--- config.mk ---
export PLATFORM = sky130hd
export DESIGN_NAME = smag_mul
export DESIGN_NICKNAME = d
export VERILOG_FILES = /design/src/rtl/smag_mul_pkg.sv /design/src/rtl/smag_mul_ctrl.sv /design/src/rtl/smag_mul_dp.sv /design/src/rtl/smag_mul.sv
export SDC_FILE = /design/constraint.sdc
export NUM_CORES = 1
export LEC_CHECK = 0
export BUFFER_PORTS_ARGS = -buffer_cell sky130_fd_sc_hd__buf_2
export CAP_MARGIN = 20
export CELL_PAD_IN_SITES_DETAIL_PLACEMENT = 1
export CELL_PAD_IN_SITES_GLOBAL_PLACEMENT = 2
export CORE_UTILIZATION = 25
export CTS_CLUSTER_DIAMETER = 80
export DETAILED_ROUTE_END_ITERATION = 8
export PLACE_DENSITY = 0.72
export SYNTH_ARGS = -nofsm -noshare
export SYNTH_HDL_FRONTEND = slang
export SYNTH_SLANG_ARGS = --single-unit
--- constraint.sdc ---
create_clock -name clk -period 5.6 [get_ports clk]
set_input_delay 0.28 -clock clk [delete_from_list [all_inputs] [get_ports clk]]
set_output_delay 0.28 -clock clk [all_outputs]
set_load 0.05 [all_outputs]
--- src/rtl/smag_mul_pkg.sv ---
package smag_mul_pkg;

  // Strobes issued by the control to the datapath each clock
  typedef struct packed {
    logic load;  // capture operands, clear accumulator
    logic step;  // conditional add plus right shift
  } smStrobe_t;

endpackage

--- src/rtl/smag_mul_ctrl.sv ---
module smag_mul_ctrl
  import smag_mul_pkg::*;
#(
  parameter int MAG_W = 8
) (
  input  logic      clk,
  input  logic      rstN,
  input  logic      start,
  output smStrobe_t strobe,
  output logic      busy,
  output logic      done
);

  localparam int CNT_W = $clog2(MAG_W + 1);
  localparam logic [CNT_W-1:0] CNT_LOAD = CNT_W'(MAG_W);
  localparam logic [CNT_W-1:0] CNT_ONE  = CNT_W'(1);

  logic [CNT_W-1:0] stepsLeft;
  logic             busyReg;
  logic             doneReg;

  always_comb begin
    strobe.load = start && !busyReg;
    strobe.step = busyReg;
  end

  always_ff @(posedge clk or negedge rstN) begin
    if (!rstN) begin
      stepsLeft <= '0;
      busyReg   <= 1'b0;
      doneReg   <= 1'b0;
    end else begin
      doneReg <= 1'b0;
      if (strobe.load) begin
        stepsLeft <= CNT_LOAD;
        busyReg   <= 1'b1;
      end else if (strobe.step) begin
        stepsLeft <= stepsLeft - CNT_ONE;
        if (stepsLeft == CNT_ONE) begin
          busyReg <= 1'b0;
          doneReg <= 1'b1;
        end
      end
    end
  end

  assign busy = busyReg;
  assign done = doneReg;

endmodule

--- src/rtl/smag_mul_dp.sv ---
module smag_mul_dp
  import smag_mul_pkg::*;
#(
  parameter int MAG_W = 8
) (
  input  logic               clk,
  input  logic               rstN,
  input  smStrobe_t          strobe,
  input  logic               mcandSign,
  input  logic [MAG_W-1:0]   mcandMag,
  input  logic               mplierSign,
  input  logic [MAG_W-1:0]   mplierMag,
  output logic               prodSign,
  output logic [2*MAG_W-1:0] prodMag
);

  logic [MAG_W-1:0] mReg;     // multiplicand magnitude
  logic [MAG_W-1:0] qReg;     // multiplier magnitude, fills with low product bits
  logic [MAG_W-1:0] accReg;   // high half of partial product
  logic             mSignReg;
  logic             qSignReg;

  logic [MAG_W-1:0] addend;
  logic [MAG_W:0]   sumWide;  // carry plus accumulator after the add

  // Addend is the multiplicand gated by the current multiplier bit
  for (genvar i = 0; i < MAG_W; i++) begin : g_gate
    assign addend[i] = mReg[i] & qReg[0];
  end

  always_comb begin
    sumWide = {1'b0, accReg} + {1'b0, addend};
  end

  always_ff @(posedge clk or negedge rstN) begin
    if (!rstN) begin
      mReg     <= '0;
      qReg     <= '0;
      accReg   <= '0;
      mSignReg <= 1'b0;
      qSignReg <= 1'b0;
    end else if (strobe.load) begin
      mReg     <= mcandMag;
      qReg     <= mplierMag;
      accReg   <= '0;
      mSignReg <= mcandSign;
      qSignReg <= mplierSign;
    end else if (strobe.step) begin
      // shift carry:acc:q right by one place
      accReg <= sumWide[MAG_W:1];
      qReg   <= {sumWide[0], qReg[MAG_W-1:1]};
    end
  end

  assign prodMag  = {accReg, qReg};
  assign prodSign = mSignReg ^ qSignReg;

endmodule

--- src/rtl/smag_mul.sv ---
module smag_mul
  import smag_mul_pkg::*;
#(
  parameter int MAG_W = 8
) (
  input  logic               clk,
  input  logic               rstN,
  input  logic               start,
  input  logic               mcandSign,
  input  logic [MAG_W-1:0]   mcandMag,
  input  logic               mplierSign,
  input  logic [MAG_W-1:0]   mplierMag,
  output logic               busy,
  output logic               done,
  output logic               prodSign,
  output logic [2*MAG_W-1:0] prodMag
);

  smStrobe_t strobe;

  smag_mul_ctrl #(.MAG_W(MAG_W)) u_ctrl (
    .clk    (clk),
    .rstN   (rstN),
    .start  (start),
    .strobe (strobe),
    .busy   (busy),
    .done   (done)
  );

  smag_mul_dp #(.MAG_W(MAG_W)) u_dp (
    .clk        (clk),
    .rstN       (rstN),
    .strobe     (strobe),
    .mcandSign  (mcandSign),
    .mcandMag   (mcandMag),
    .mplierSign (mplierSign),
    .mplierMag  (mplierMag),
    .prodSign   (prodSign),
    .prodMag    (prodMag)
  );

endmodule

==> metrics.txt <==
status finished, violations left; failing checks DRC; clock sink count 32; Max Cap Viol 0; RSZ-0062 raised after global routing no; WP data required 5780 ps; Ports 40; placed cell count 263; ys flop type dfrtp_1; Setup TNS Final 0 ps; Final Skew 7.72 ps; Achievable Freq 470 MHz; routability congestion estimate 0.737; Post-Synthesis Cells 153; drt total wl 3840 µm; Synth Register Bits 32; DRT iter0 DRCs 28; Levels on crit path 7; Post-Syn Area 1700 µm²; WP buf/inv 0; cell family with most CP delay compound AO/OA/AOI/OAI gates; Post-Place Worst Slack 3440 ps; most common cell after layout, fill and taps aside buf_2; worst hold path class in -> async; CTS Hold Bufs 0; YS warnings 0; Final Power 1.45 mW; post-layout min period 2130 ps; Setup crit start kind flip-flop; Core Region 6460 µm²; dpl hpwl 2850 µm; Reg2Reg Launch Point u_dp.qReg[0]; P per Cell Area 698 nW/µm²; Syn-to-layout area delta 22.0%; Final Non-Filler Cells 271; pin count of the biggest net entering global routing 33; ys async rst share 1.00; max-slew violations 0; GRT overflow 0; Die Wd 84.6 µm; WL/cell 14.2 µm; Setup WS post-layout 3470 ps; Slew HR 0.426; ratio of cells with drive above 1 in the final layout 0.314; leakage power 1.03 nW; H-tree depth 2; most frequent cells in the layout 39 x buf_2, 32 x dfrtp_1, 12 x nand2_1, 12 x o21ai_0, 11 x mux2_2; peak supply drop 0.305 mV; setup bufs post-CTS 0; worst-path fanout max 10; Worst path slowest cell dfrtp_1; Synthesized Nets 185; vias in the first global route 1315; CP Capture Type flip-flop; reg2reg end u_dp.accReg[7]; antenna-violating nets left 0; Vias 1250; synth unique cells 36; Post-synth EDFFs 0; CTS tree done; Seq/Total Area, Yosys 0.470; Clock Tree Buf Depth 2; Reg2Reg Setup Slack 3470 ps; input/output buffers 39; Hold Fails Final Rpt 0; die height 84.6 µm; Final Cycle Share 0.380; setup violators final 0; Total GRT Usage 0.118; first-pass GRT wire length 6600 µm; syn avg cell area 11.1 µm²; crit path launch u_dp.qReg[0]; post-cts sizing count 0; initial antenna violation count 0; Worst path max stage delay 450 ps; Initial Utilization 0.264; later-pin clock latency in the skew report 280 ps; Least-Margin Pin Slew 860 ps; Final nets 225; DR DRC count 2; r2r worst-path depth 7; arrival time at the worst endpoint 2310 ps; clk slew on worst S/H paths 80 ps; critical setup path kind reg -> reg; DR pass1 iterations 6; critical path cell sequence and2_1, ha_1, fa_1, a21o_1, a221oi_2, o21ai_0, a22o_1; Layout fillers 762; CTS Buf Count 5; Inserted Diodes 0; die area 7150 µm²; row count 29; Worst setup endpoint u_dp.accReg[7]; vias per inst 4.61; Clock Tree Root clkbuf_8
==> sequential cells by signal, summed over array words and instances, names as in the netlist <==
name	count
u_dp.accReg	8
u_dp.mReg	8
u_dp.qReg	8
u_ctrl.stepsLeft	4
u_ctrl.busy	1
u_ctrl.done	1
u_dp.mSignReg	1
u_dp.qSignReg	1
==> routing by layer <==
metal | vias to the layer above | track usage | share of wire
li1 | 623 | - | -
met5 | - | 0 | 0
met4 | 0 | 0.0416 | 0.013
met3 | 5 | 0.0285 | 0.035
met2 | 21 | 0.173 | 0.44
met1 | 601 | 0.169 | 0.51
==> Yosys cell counts, types with 2 or more instances <==
library cell   n  area share
dfrtp_1       32        0.47
xnor2_1        4       0.021
ha_1          10       0.073
a21o_1         3       0.013
and2_1         8       0.029
nor3_1         2      0.0059
nor2_1         4      0.0088
mux2_2        11       0.073
nor2b_1        2      0.0073
a21oi_1        4       0.012
mux2i_1        8       0.047
clkbuf_1       2      0.0044
nor3b_1        2      0.0088
a31oi_1        2      0.0073
nand3b_1       2      0.0088
o21ai_0       12       0.035
nand2_1       12       0.026
inv_1          5       0.011
buf_2          5       0.015
a22o_1         6       0.031
xor2_1         2       0.010
==> cell families after synthesis <==
group / synth area share
AO/OA/AOI/OAI: 0.145
flip-flops: 0.470
multiplexers: 0.120
adder cells (fa/ha/maj): 0.0852
AND/OR/NAND/NOR: 0.119
XOR/XNOR: 0.0308
buffers and inverters: 0.0301
==> how the worst min path moves through the flow <==
stage               startpoint             endpoint  slack, ps  cells past startpoint
finish                    rstN  u_ctrl.stepsLeft[3]         50                      1
global route              rstN         u_dp.qReg[2]        100                      1
CTS                       rstN  u_ctrl.stepsLeft[3]         80                      1
detailed placement        rstN  u_ctrl.stepsLeft[3]        400                      1
global placement          rstN  u_ctrl.stepsLeft[3]        390                      1
floorplan                 rstN          u_ctrl.busy        -20                      0
==> power by group <==
| part | total, mW | switching, mW | internal (mW) |
|---|---|---|---|
| Clock | 0.221 | 0.0892 | 0.132 |
| Combinational | 0.789 | 0.492 | 0.297 |
| Sequential | 0.440 | 0.0922 | 0.348 |
| Total | 1.45 | 0.674 | 0.777 |
==> per-stage QoR <==
step,area (µm²),utilization,hold WS [ps]
global route,2080,0.322,104
detailed placement,1970,0.305,405
global placement,1970,0.305,389
finish,2080,0.322,46.9
CTS,2080,0.322,83.0
floorplan,1700,-,-15.6
==> layout make-up <==
| class | count | area, µm² | share of cell area |
|---|---|---|---|
| clock buffer | 6 | 72.6 | 0.0349 |
| clock inverter | 2 | 35.0 | 0.0169 |
| inverter | 5 | 18.8 | 0.00903 |
| multi-input combinational | 109 | 852 | 0.410 |
| sequential | 32 | 801 | 0.385 |
| tap | 77 | 96.3 | 0.0464 |
| timing repair buffer | 40 | 203 | 0.0975 |
Power figures use the tool's default switching activity.
